--- config.mk ---
export PLATFORM = sky130hd
export DESIGN_NAME = sm_addsub
export DESIGN_NICKNAME = d
export VERILOG_FILES = /design/src/rtl/sm_addsub.sv
export SDC_FILE = /design/constraint.sdc
export NUM_CORES = 1
export LEC_CHECK = 0
export BUFFER_PORTS_ARGS = -buffer_cell sky130_fd_sc_hd__buf_2
export CAP_MARGIN = 20
export CORE_MARGIN = 2
export CORE_UTILIZATION = 53
export DETAILED_ROUTE_END_ITERATION = 12
export PLACE_DENSITY = 0.8
export SKIP_LAST_GASP = 1
export SLEW_MARGIN = 5
export SYNTH_ARGS = -nofsm -noshare
export SYNTH_HDL_FRONTEND = slang
export SYNTH_SLANG_ARGS = --single-unit
--- constraint.sdc ---
create_clock -name vclk -period 2.9
set_clock_uncertainty 0.05 [all_clocks]
set_input_delay 0.145 -clock vclk [all_inputs]
set_output_delay 0.145 -clock vclk [all_outputs]
set_load 0.05 [all_outputs]
--- src/rtl/sm_addsub.sv ---
module sm_addsub #(
  parameter int W = 8
) (
  input  logic [W-1:0] a_i,
  input  logic [W-1:0] b_i,
  input  logic         sub_i,
  output logic [W-1:0] res_o,
  output logic         ovf_o,
  output logic         zero_o
);
  localparam int M = W - 1;

  logic         sa, sb, sr, ovf;
  logic [M-1:0] ma, mb, mag, mbig;
  logic [M:0]   msum;

  always_comb begin
    sa   = a_i[W-1];
    sb   = b_i[W-1] ^ sub_i;
    ma   = a_i[M-1:0];
    mb   = b_i[M-1:0];
    msum = {1'b0, ma} + {1'b0, mb};
    mbig = (ma >= mb) ? ma : mb;
    ovf  = 1'b0;
    if (sa == sb) begin
      mag = msum[M-1:0];
      ovf = msum[M];
      sr  = sa;
    end else if (ma >= mb) begin
      mag = ma - mb;
      sr  = sa;
    end else begin
      mag = mb - ma;
      sr  = sb;
    end
    if (mag == '0) sr = 1'b0;

    a_r1_sum_grows: assert ((sa != sb) || ovf || (mag >= ma && mag >= mb))
      else $error("R1 sum smaller than an operand");
    a_r2_mixed_bounded: assert ((sa == sb) || (!ovf && mag <= mbig))
      else $error("R2 mixed-sign result out of bound");
    a_r3_wrap_shrinks: assert (!ovf || (mag < ma && mag < mb))
      else $error("R3 overflow without wrap");
    a_r5_cancel: assert ((sa == sb) || (ma != mb) || (mag == '0 && !sr))
      else $error("R5 cancel not positive zero");
  end

  assign res_o  = {sr, mag};
  assign ovf_o  = ovf;
  assign zero_o = (mag == '0);
endmodule

# After elaboration in Yosys (flattened, before gate mapping)

Index checks and enable logic that the tools add are counted.

Word-level logic and storage cells: 13
Output and inout port bits: 10
Input bits: 17
Register bits: 0

Eq/ne operators: 1
Mux-type cells: 6
Reduce and logical (&&, ||, !) cells: 1
Bitwise operators: 1
$add $sub $neg: 3
Magnitude comparators: 1

Operator list:

| kind                                   | number |
|---|---|
| 7-bit 2-to-1 mux                       | 2 |
| 7-bit subtractor                       | 2 |
| 7-bit by 7-bit adder with 8-bit output | 1 |
| 7-bit greater-or-equal comparator      | 1 |
| 7-bit logical NOT                      | 1 |
| 1-bit 2-to-1 mux                       | 4 |
| 1-bit equality test                    | 1 |
| 1-bit bitwise XOR                      | 1 |

# Depth between registers and ports, before layout

Gate-level depths: netlist of the first run.

Depth in word-level cells: 5
Gate-level depth with buffers: 11
Gate-level depth less buffers: 9

# Least setup slack after synthesis of the first run

Ideal clock, no wire load.

Kind: input-to-output
From: input port a_i[2]
To: output port res_o[7]
Setup slack: -220 ps
Data arrival time: 2925 ps
Cell stages on the path: 11
Path buffers: 3
Data required time: 2705 ps
Cell sequence: inv_1 -> ha_1 -> clkbuf_4 -> a31oi_1 -> o31a_1 -> buf_6 -> o211a_1 -> nor3_1 -> nor4_2 -> a31oi_1 -> buf_4

Longest elaborated chain between the ends: 5
Elaborated cells on any way between the ends: 10
Those cells by class: add/sub (3); order compare (1); mux (5); reduce/logical (1)

Ends and longest elaborated chain:

| what                                           | RTL line | text |
|---|---|---|
| start, declared                                | 4        | `input logic [W-1:0] a_i,` |
| 7-bit subtractor, or another cell as far along | 33       | `mag = mb - ma;` |
| 7-bit 2-to-1 mux                               | 29       | `end else if (ma >= mb) begin` |
| 7-bit 2-to-1 mux (*)                           | 25       | `if (sa == sb) begin` |
| net res_o[2]                                   | 7        | `output logic [W-1:0] res_o,` |
| 7-bit logical NOT (*)                          | 36       | `if (mag == '0) sr = 1'b0;` |
| 1-bit 2-to-1 mux (*)                           | 36       |  |
| end, declared                                  | 7        |  |

Mark *: on every way through the listed nets, which the timed path passes. The rest lies on a longest branch.

# Worst setup path in the final report of the first run

From: input port a_i[4]
To: output port zero_o

Longest elaborated chain between the ends: 4
Elaborated cells on any way between the ends: 7
Those cells by class: add/sub (3); order compare (1); mux (2); reduce/logical (1)

Ends and longest elaborated chain:

| what                                           | RTL line | text |
|---|---|---|
| 7-bit subtractor, or another cell as far along | 33       |  |
| 7-bit 2-to-1 mux                               | 29       |  |
| 7-bit 2-to-1 mux (*)                           | 25       |  |
| 7-bit logical NOT (*)                          | 50       | `assign zero_o = (mag == '0);` |
| end, declared                                  | 9        | `output logic zero_o` |

Mark *: on every way between the ends. The rest lies on a longest branch, timed or not.

==> out/results.txt, run 1 <==
CP max stage delay: 0.36 ns
Pint: 146 uW
Row count: 16
First-pass GRT wire length: 4.38 mm
CP Capture Type: primary output
IO Count: 27
Period utilization: 0.980
Cell mode on critical path: buf_4
Mean post-synth cell area: 7.58 um2
Worst hold path type: in -> out
PwrDens: 338 nW/um2
Critical Path RT: 2.71 ns
Startpoint types: input pin
Starting density of the core: 0.556
Reg area: 0 um2
Filler cells: 193
1st-iter DRT viols: 59
Placer Congestion: 0.936
Slew headroom: 0.464
Die Wd: 48.9 um
Gate power share: 1.000
Final WL: 2.71 mm
Final hold viol count: 0
Total global routing track utilization: 0.216
Outcome: finished clean
Die ar.: 2390 um2
Vias in the first global route: 1026
CORE AREA: 1920 um2
Flop pwr share: 0
Max_cap viols: 0
FF+latch count: 0
CTS Hold Bufs: 0
Leak: 0.000663 uW
WP buf/inv: 5
Library cells used by synthesis: 48
Syn_nets: 181
Area contributors post-synth: ha_1 23%, inv_1 6.7%, a21oi_1 6.1%
Least-Margin Pin Slew: 0.799 ns
Yosys top cell by area: ha_1
Crit path arrival time: 2.65 ns
Syn. warnings: 0
Worst vdd ir: 0.000178 V
Post-DP Area: 1240 um2
Grt total ovfl: 0
Worst slack, placed: 0.0631 ns
Crit-path slowest cell: ha_1
Nets: 212
HPWL Detailed: 2.24 mm
Post-layout min period: 2.84 ns
Slew Limit Fails: 0
Fraction of layout cells with a size suffix above 1: 0.329
Initial antenna violation count: 0
Synth-to-layout area growth: 18.1%
Vias: 1155
Net Sw Power: 281 uW
Largest net degree at the start of global routing: 11
Synthesized instance count: 141
Clock power share: 0
Seq/Total Area, Yosys: 0
Post-route worst setup slack: 0.0588 ns
First-pass DRT Iterations: 4
Critical path cell sequence: buf_2, inv_1, ha_1, a21oi_1, o21a_1, o31a_1, buf_4, buf_4, o211a_1, nor3_2, nor4_2, and3_1, clkbuf_4
Fmax: 352 MHz
Vias per cell: 5.86
DRC errors left: 0
ANT cells: 0
Kind of critical path: in -> out
Antenna viol nets, final: 0
Wire per inst: 13.7 um
Cell area after layout: 1260 um2
# clk buffers: 0
Cell area after synthesis: 1070 um2
Net Sw Frac: 0.657
Crit-path max FO: 6
Synth top area share: 0.234
DIE HEIGHT: 48.9 um
Critical path's top delay family: compound AO/OA/AOI/OAI gates
PortBufs: 27
Final setup viols: 0
## routing by layer
layer  global-route usage  routed length [um]
met1                0.282                1040
met2                0.416                1380
met3              0.00307                 266
met4              0.00952                  13
met5                    0                   0
## power groups by stage
stage | clock network [uW] | registers [uW] | logic [uW]
3_3_place_gp | 0 | 0 | 404
2_1_floorplan | 0 | 0 | 327
4_1_cts | 0 | 0 | 415
6_report | 0 | 0 | 427
3_5_place_dp | 0 | 0 | 413
5_1_grt | 0 | 0 | 458
## what timing repair did
action	in CTS	in global routing
resized for setup	0	3
setup buffers	0	2
endpoints found under the setup margin	0	2
## placed cells by master, fill, tap and decap left out, types with 2 or more instances in the layout
| master | netlist | final |
|---|---|---|
| inv_1 | 19 | 19 |
| mux2i_1 | 2 | 2 |
| nand2_1 | 7 | 7 |
| nor2b_1 | 2 | 2 |
| nand2_2 | 2 | 2 |
| a21o_1 | 3 | 3 |
| nor2_1 | 10 | 10 |
| fa_1 | 3 | 3 |
| nand2b_1 | 5 | 5 |
| o21ai_0 | 8 | 8 |
| nor3_1 | 3 | 2 |
| buf_2 | 1 | 26 |
| xnor2_1 | 2 | 2 |
| buf_4 | 1 | 8 |
| a31oi_1 | 2 | 2 |
| o21a_1 | 5 | 5 |
| a211oi_2 | 1 | 2 |
| ha_1 | 20 | 19 |
| xor2_2 | 1 | 2 |
| a21oi_1 | 13 | 13 |
| and3_2 | 2 | 2 |
## per-stage QoR
stage	power, uW	hold WS (ns)	utilization	TNS (ns)	instances
2_1_floorplan	327	0.566	-	0	141
3_3_place_gp	404	0.776	0.644	0	195
3_5_place_dp	413	0.780	0.644	0	195
4_1_cts	415	0.780	0.644	0	195
5_1_grt	458	0.828	0.657	-0.0224	197
6_report	427	0.783	0.657	0	197
## synthesized netlist by cell type (2+ instances only)
cell,number
a211oi_1,2
fa_1,3
buf_6,2
nand2b_1,5
inv_1,19
a21oi_1,13
nand2_2,2
ha_1,20
nor2b_1,2
mux2i_1,2
nand2_1,7
and3_2,2
a31oi_1,2
nor2_1,10
o21a_1,5
a21o_1,3
nor3_1,3
xnor2_1,2
o21ai_0,8
## cell type report
cell class	count	area, um2	area share
Inverter	19	71.3	0.0565
Timing Repair Buffer	35	198	0.157
Multi-Input combinational cell	116	960	0.760
Tap cell	27	33.8	0.0268
## final timing paths
path	start	end	slack, ns	cells after the start
worst max-delay path	a_i[4]	zero_o	0.06	13
worst min-delay path	a_i[7]	res_o[7]	0.78	4
## logic make-up (layout without fill, tap and decap cells)
logic type,after synthesis,count (layout),share of synthesized area
AOI/OAI and AO/OA,44,44,0.287
adders and majority gates,23,23,0.290
xor gates and xnor gates,5,5,0.0550
muxes,3,3,0.0328
and+or+nand+nor,41,41,0.214
buffers and inverters,25,54,0.121
## tightest hold or removal path, cell delays in order
cell and delay (ns):
buf_2 0.13, o21ai_0 0.16, a31oi_1 0.05, buf_2 0.20
Note: power is estimated with default switching activity, not from simulation.
==> inputs of run 2 (changes only) <==
--- a/config.mk
+++ b/config.mk
@@ -5,12 +5,13 @@
 export SDC_FILE = /design/constraint.sdc
 export NUM_CORES = 1
 export LEC_CHECK = 0
+export ABC_AREA = 1
 export BUFFER_PORTS_ARGS = -buffer_cell sky130_fd_sc_hd__buf_2
 export CAP_MARGIN = 20
 export CORE_MARGIN = 2
 export CORE_UTILIZATION = 53
 export DETAILED_ROUTE_END_ITERATION = 12
-export PLACE_DENSITY = 0.8
+export PLACE_DENSITY = 0.78
 export SKIP_LAST_GASP = 1
 export SLEW_MARGIN = 5
 export SYNTH_ARGS = -nofsm -noshare
==> out/results.txt, run 2 <==
Outcome: finished clean (unchanged)
Wire per inst: 10.1 um (was 13.7 um)
GR Util met2: 0.366 (was 0.416)
Kind of critical path: in -> out (unchanged)
GR Layer Usage met3: 0 (was 0.00307)
WP buf/inv: 3 (was 5)
RSZ-0062 raised after global routing: no
Mean post-synth cell area: 5.85 um2 (was 7.58 um2)
DRC errors left: 0 (unchanged)
Leak: 0.000893 uW (was 0.000663 uW)
Placer Congestion: 0.900 (was 0.936)
Post-route worst setup slack: 0.585 ns (was 0.0588 ns)
Filler cells: 241 (was 193)
Fraction of layout cells with a size suffix above 1: 0.240 (was 0.329)
CTS Hold Bufs: 0 (unchanged)
Library cells used by synthesis: 28 (was 48)
FF+latch count: 0 (unchanged)
Post-synth top cells: 64 x nand2_1, 43 x inv_1, 22 x nand3_1 (was 20 x ha_1, 19 x inv_1, 13 x a21oi_1)
Final hold viol count: 0 (unchanged)
CP Capture Type: primary output (unchanged)
Post-CTS Resized: 0 (unchanged)
Syn_nets: 260 (was 181)
Cell mode on critical path: nand2_1 (was buf_4)
DIE HEIGHT: 53.3 um (was 48.9 um)
Global routing usage on met1: 0.324 (was 0.282)
Row count: 17 (was 16)
Reg area: 0 um2 (unchanged)
IO Count: 27 (unchanged)
Synth top area share: 0.194 (was 0.234)
Antenna viol nets, final: 0 (unchanged)
Slew Limit Fails: 0 (unchanged)
First-pass DRT Iterations: 4 (unchanged)
ANT cells: 0 (unchanged)
HPWL Detailed: 2.40 mm (was 2.24 mm)
Hold WS: 0.757 ns (was 0.783 ns)
Worst slack, placed: 0.580 ns (was 0.0631 ns)
Commonest non-fill, non-tap cell in the layout: nand2_1 (was buf_2)
Yosys top cell by area: ha_1 (unchanged)
Worst vdd ir: 0.000235 V (was 0.000178 V)
Critical Path RT: 2.71 ns (about the same)
Post-CTS Setup Bufs: 0 (unchanged)
Vias: 1299 (was 1155)
Startpoint types: input pin (unchanged)
1st-iter DRT viols: 40 (was 59)
PortBufs: 27 (unchanged)
Critical path's top delay family: simple AND/OR/NAND/NOR gates (was compound AO/OA/AOI/OAI gates)
Final setup viols: 0 (unchanged)
Die Wd: 53.3 um (was 48.9 um)
Critical path cell sequence: buf_2, inv_1, ha_1, nand2_1, nor2_1, nand2_1, nand3_1, nand2_1, nand3_1, nand2_1, nand2_1, nand2_2, nor2_1, and2_1, buf_2 (was buf_2, inv_1, ha_1, a21oi_1, o21a_1, o31a_1, buf_4, buf_4, o211a_1, nor3_2, nor4_2, and3_1, clkbuf_4)
Most frequent cell after synthesis: nand2_1 (was ha_1)
Starting density of the core: 0.571 (was 0.556)
Vias per cell: 4.81 (was 5.86)
Fin Setup TNS: 0 ns (unchanged)
Worst hold path type: in -> out (unchanged)
Most frequent cells in the layout: 64 x nand2_1, 43 x inv_1, 27 x buf_2 (was 26 x buf_2, 19 x inv_1, 19 x ha_1)
Crit-path max FO: 11 (was 6)
Max_cap viols: 0 (unchanged)
PwrDens: 304 nW/um2 (was 338 nW/um2)
Final WL: 2.73 mm (was 2.71 mm)
Syn. warnings: 0 (unchanged)
Post-layout min period: 2.32 ns (was 2.84 ns)
First-pass GRT wire length: 4.71 mm (was 4.38 mm)
CORE AREA: 2250 um2 (was 1920 um2)
Largest net degree at the start of global routing: 12 (was 11)
Cell area after synthesis: 1290 um2 (was 1070 um2)
Slew headroom: 0.734 (was 0.464)
Area contributors post-synth: ha_1 19%, nand2_1 19%, inv_1 13% (was ha_1 23%, inv_1 6.7%, a21oi_1 6.1%)
Crit-path slowest cell: ha_1 (unchanged)
# clk buffers: 0 (unchanged)
Fmax: 432 MHz (was 352 MHz)
Crit path arrival time: 2.12 ns (was 2.65 ns)
Vias in the first global route: 1100 (was 1026)
Initial antenna violation count: 0 (unchanged)
Total global routing track utilization: 0.217 (was 0.216)
Area of the multi-input gates: 1050 um2 (was 960 um2)
Period utilization: 0.798 (was 0.980)
Grt total ovfl: 0 (unchanged)
Seq/Total Area, Yosys: 0 (unchanged)
Synthesized instance count: 220 (was 141)
CP max stage delay: 0.50 ns (was 0.36 ns)
Least-Margin Pin Slew: 0.399 ns (was 0.799 ns)
Die ar.: 2840 um2 (was 2390 um2)
Gr busiest metal: met2 (unchanged)
Nets: 284 (was 212)
Synth-to-layout area growth: 9.43% (was 18.1%)
## run 2: final timing paths
| kind | startpoint | to | cells after the start |
|---|---|---|---|
| min | a_i[7] | res_o[7] | 4 |
| max | a_i[4] | zero_o | 15 |
## run 2: logic make-up after synthesis
| group | count (synthesis) | synth area share |
|---|---|---|
| buffers and inverters | 56 | 0.187 |
| AND/OR/NAND/NOR | 119 | 0.435 |
| AO/OA/AOI/OAI | 13 | 0.0641 |
| XOR/XNOR | 9 | 0.0729 |
| adder cells (fa/ha/maj) | 23 | 0.241 |
## run 2: final cells by class
type | instances | share of cell area
tap | 28 | 0.0249
multi-input combinational | 164 | 0.743
timing repair buffer | 27 | 0.0959
inverter | 51 | 0.136
## run 2: per-stage QoR
step / util / instances / total power (uW) / cell area, um2
2_1_floorplan: - / 220 / 347 / 1290
3_3_place_gp: 0.625 / 270 / 426 / 1410
3_5_place_dp: 0.625 / 270 / 427 / 1410
4_1_cts: 0.625 / 270 / 428 / 1410
5_1_grt: 0.625 / 270 / 475 / 1410
6_report: 0.625 / 270 / 428 / 1410
## run 2: report_power, final
part	internal [uW]	total (uW)	switching, uW
Clock	0	0	0
Combinational	127	428	301
Sequential	0	0	0
## run 2: per-layer routing
metal,vias to the layer above,part of all wire
met4,0,0
met2,29,0.46
met3,0,0.051
met1,564,0.49
met5,-,0
li1,706,-
==> inputs of run 3 (changes only) <==
--- a/config.mk
+++ b/config.mk
@@ -5,13 +5,13 @@
 export SDC_FILE = /design/constraint.sdc
 export NUM_CORES = 1
 export LEC_CHECK = 0
-export ABC_AREA = 1
+export ABC_AREA = 0
 export BUFFER_PORTS_ARGS = -buffer_cell sky130_fd_sc_hd__buf_2
 export CAP_MARGIN = 20
 export CORE_MARGIN = 2
-export CORE_UTILIZATION = 53
+export CORE_UTILIZATION = 52
 export DETAILED_ROUTE_END_ITERATION = 12
-export PLACE_DENSITY = 0.78
+export PLACE_DENSITY = 0.82
 export SKIP_LAST_GASP = 1
 export SLEW_MARGIN = 5
 export SYNTH_ARGS = -nofsm -noshare
==> constraint.sdc (replaced) <==
create_clock -name vclk -period 2.1
set_clock_uncertainty 0.05 [all_clocks]
set_input_delay 0.105 -clock vclk [all_inputs]
set_output_delay 0.105 -clock vclk [all_outputs]
set_load 0.05 [all_outputs]
==> out/results.txt, run 3 <==
Adder-Cell Fraction of Synth Area: 0.290 (was 0.241)
HPWL Detailed: 2.93 mm (was 2.40 mm)
Main combinational cell family by area after synthesis: adder cells (was simple AND/OR/NAND/NOR gates)
Compound-cell area share of the yosys netlist: 0.287 (was 0.0641)
Seq/Total Area, Yosys: 0 (unchanged)
Placer Congestion: 0.931 (was 0.900)
Row count: 16 (was 17)
Yosys top cell by area: ha_1 (unchanged)
XOR/XNOR Fraction of Synth Area: 0.0550 (was 0.0729)
Starting density of the core: 0.550 (was 0.571)
Synthesized instance count: 141 (was 220)
Syn_nets: 181 (was 260)
CTS Hold Bufs: 0 (unchanged)
IO Count: 27 (unchanged)
Synth top area share: 0.234 (was 0.194)
Worst slack, placed: -0.513 ns (was 0.580 ns)
Die Wd: 49.3 um (was 53.3 um)
Cell area after synthesis: 1070 um2 (was 1290 um2)
DIE HEIGHT: 49.3 um (was 53.3 um)
Mux contribution to synthesized area: 0.0328 (was 0)
Post-synth top cells: 20 x ha_1, 19 x inv_1, 13 x a21oi_1 (was 64 x nand2_1, 43 x inv_1, 22 x nand3_1)
Largest net degree at the start of global routing: 10
Outcome: aborted with a tool error (was finished clean)
Log Error: [ERROR DPL-0038] Utilization greater than 100%, impossible to legalize
Area contributors post-synth: ha_1 23%, inv_1 6.7%, a21oi_1 6.1% (was ha_1 19%, nand2_1 19%, inv_1 13%)
Worst endpoint type: top-level output
Worst setup endpoint GRT: zero_o
Mean post-synth cell area: 7.58 um2 (was 5.85 um2)
Most frequent cell after synthesis: ha_1 (was nand2_1)
Library cells used by synthesis: 48 (was 28)
Failed at: global routing
Post-Synth Simple-Gate Area: 0.214 (was 0.435)
Syn. warnings: 0 (unchanged)
PortBufs: 27 (unchanged)
==> run 3: cell count changes after synthesis, sizes merged, moves of 5 or more <==
| cell | change |
|---|---|
| o21a | +5 |
| nand4 | -5 |
| nand2b | +5 |
| o21ai | +5 |
| inv | -31 |
| nand3 | -22 |
| nand2 | -68 |
==> run 3: cell families after synthesis <==
family | after synthesis
multiplexers | 3
buffers and inverters | 25
XOR/XNOR | 5
AO/OA/AOI/OAI | 44
AND/OR/NAND/NOR | 41
adder cells (fa/ha/maj) | 23
==> run 3: repair_timing <==
item	in CTS
setup endpoints to repair	7
pin swaps	10
buffers inserted	6
gates cloned	0
resized for setup	37
==> run 3: through the flow <==
step | TNS (ns) | cell area [um2] | std cells | utilization
after CTS | -1.26 | 1760 | 229 | 0.909
after detailed placement | -1.83 | 1600 | 224 | 0.824
after global placement | -1.47 | 1600 | 224 | 0.824
after floorplan | -0.521 | 1230 | 141 | -
==> inputs of run 4 (changes only) <==
--- a/config.mk
+++ b/config.mk
@@ -8,10 +8,10 @@
 export ABC_AREA = 0
 export BUFFER_PORTS_ARGS = -buffer_cell sky130_fd_sc_hd__buf_2
 export CAP_MARGIN = 20
-export CORE_MARGIN = 2
-export CORE_UTILIZATION = 52
+export CORE_AREA = 2 2 63 65
 export DETAILED_ROUTE_END_ITERATION = 12
-export PLACE_DENSITY = 0.82
+export DIE_AREA = 0 0 65 67
+export PLACE_DENSITY_LB_ADDON = 0.15
 export SKIP_LAST_GASP = 1
 export SLEW_MARGIN = 5
 export SYNTH_ARGS = -nofsm -noshare
==> constraint.sdc (replaced) <==
create_clock -name vclk -period 2.7
set_clock_uncertainty 0.05 [all_clocks]
set_input_delay 0.135 -clock vclk [all_inputs]
set_output_delay 0.135 -clock vclk [all_outputs]
set_load 0.05 [all_outputs]
==> out/results.txt, run 4 (same netlist as run 1, synthesis figures left out) <==
1st-iter DRT viols: 23
Post-layout min period: 2.60 ns
Reg area: 0 um2
CORE AREA: 3610 um2
Met3 Wirelength: 96 um
Filler cells: 375
HPWL Detailed: 2.37 mm (was 2.93 mm)
First-pass GRT wire length: 4.82 mm
Commonest non-fill, non-tap cell in the layout: buf_2
Period utilization: 0.961
PortBufs: 27 (unchanged)
DRC errors left: 0
IO Count: 27 (unchanged)
DR WL met2: 1.42 mm
Slew Limit Fails: 0
Placer Congestion: 0.887 (was 0.931)
Critical path origin: a_i[0]
ANT cells: 0
Least-Margin Pin Slew: 0.343 ns
Total global routing track utilization: 0.135
Starting density of the core: 0.296 (was 0.550)
Final core utilization: 0.404
Fmax: 385 MHz
Final WL: 2.84 mm
First-pass DRT Iterations: 4
Highest metal used: met3
Met1 Wirelength: 1.32 mm
Row count: 22 (was 16)
FF+latch count: 0
DIE HEIGHT: 67 um (was 49.3 um)
Final hold viol count: 0
Die Wd: 65 um (was 49.3 um)
Die ar.: 4360 um2
CP Capture Point: zero_o
Wire per inst: 12.6 um
Largest net degree at the start of global routing: 15
Hold WS: 0.786 ns
CP Capture Type: primary output
Final setup viols: 0
Startpoint types: input pin
Max_cap viols: 0
Nets: 219
# clk buffers: 0
Vias: 1099
Most frequent cells in the layout: 25 x buf_2, 19 x inv_1, 17 x ha_1
Crit path arrival time: 2.41 ns
PwrDens: 361 nW/um2
Grt total ovfl: 0
Crit-path max FO: 3
Initial antenna violation count: 0
Critical Path RT: 2.52 ns
Fin Setup TNS: 0 ns
Fraction of layout cells with a size suffix above 1: 0.395
Outcome: finished clean (was aborted with a tool error)
Worst vdd ir: 0.0000863 V
Kind of critical path: in -> out
Synth-to-layout area growth: 36.3%
Worst hold path type: in -> out
Leak: 0.000708 uW
Vias in the first global route: 1105
Antenna viol nets, final: 0
Slew headroom: 0.770
Vias per cell: 4.88
run 4: cell type report:
type                       count  area, um2  area share
tap                           48       60.1      0.0412
multi-input combinational    116       1060       0.731
inverter                      19       71.3      0.0490
timing repair buffer          42        260       0.179
run 4: layer usage:
metal  vias up  GRT usage
met4         0    0.00798
met3         0    0.00169
li1        561          -
met1       517      0.181
met2        21      0.251
met5         -          0
run 4: worst min-delay path by stage:
stage,startpoint,to,cells past startpoint
after floorplan,b_i[0],res_o[0],2
after global placement,a_i[7],res_o[7],4
after detailed placement,a_i[7],res_o[7],4
after CTS,a_i[7],res_o[7],4
after global routing,a_i[7],res_o[7],4
final,a_i[7],res_o[7],4
run 4: through the flow:
stage	instances	setup slack [ns]	power (uW)	cell area, um2
finish	225	0.105	526	1460
global route	225	-0.0393	572	1460
CTS	222	0.0117	468	1320
detailed placement	222	0.00545	467	1320
global placement	222	0.0625	463	1320
floorplan	141	0.0469	357	1090
run 4: report_power, final:
part,internal (uW),switching (uW),total [uW]
Clock,0,0,0
Combinational,199,327,526
Sequential,0,0,0
Total,199,327,526
run 4: critical path: stages:
cell	delay (ns)
buf_2	0.10
inv_1	0.04
ha_1	0.22
fa_1	0.42
o21a_1	0.24
o21ai_1	0.25
mux2i_4	0.13
mux2i_4	0.22
nor4_4	0.28
and3_1	0.21
buf_6	0.16
run 4: timing repair:
item                       in CTS  in global routing
setup endpoints to repair       0                  3
gates resized for setup         0                 22
buffers inserted                0                  3
hold buffers                    0                  0
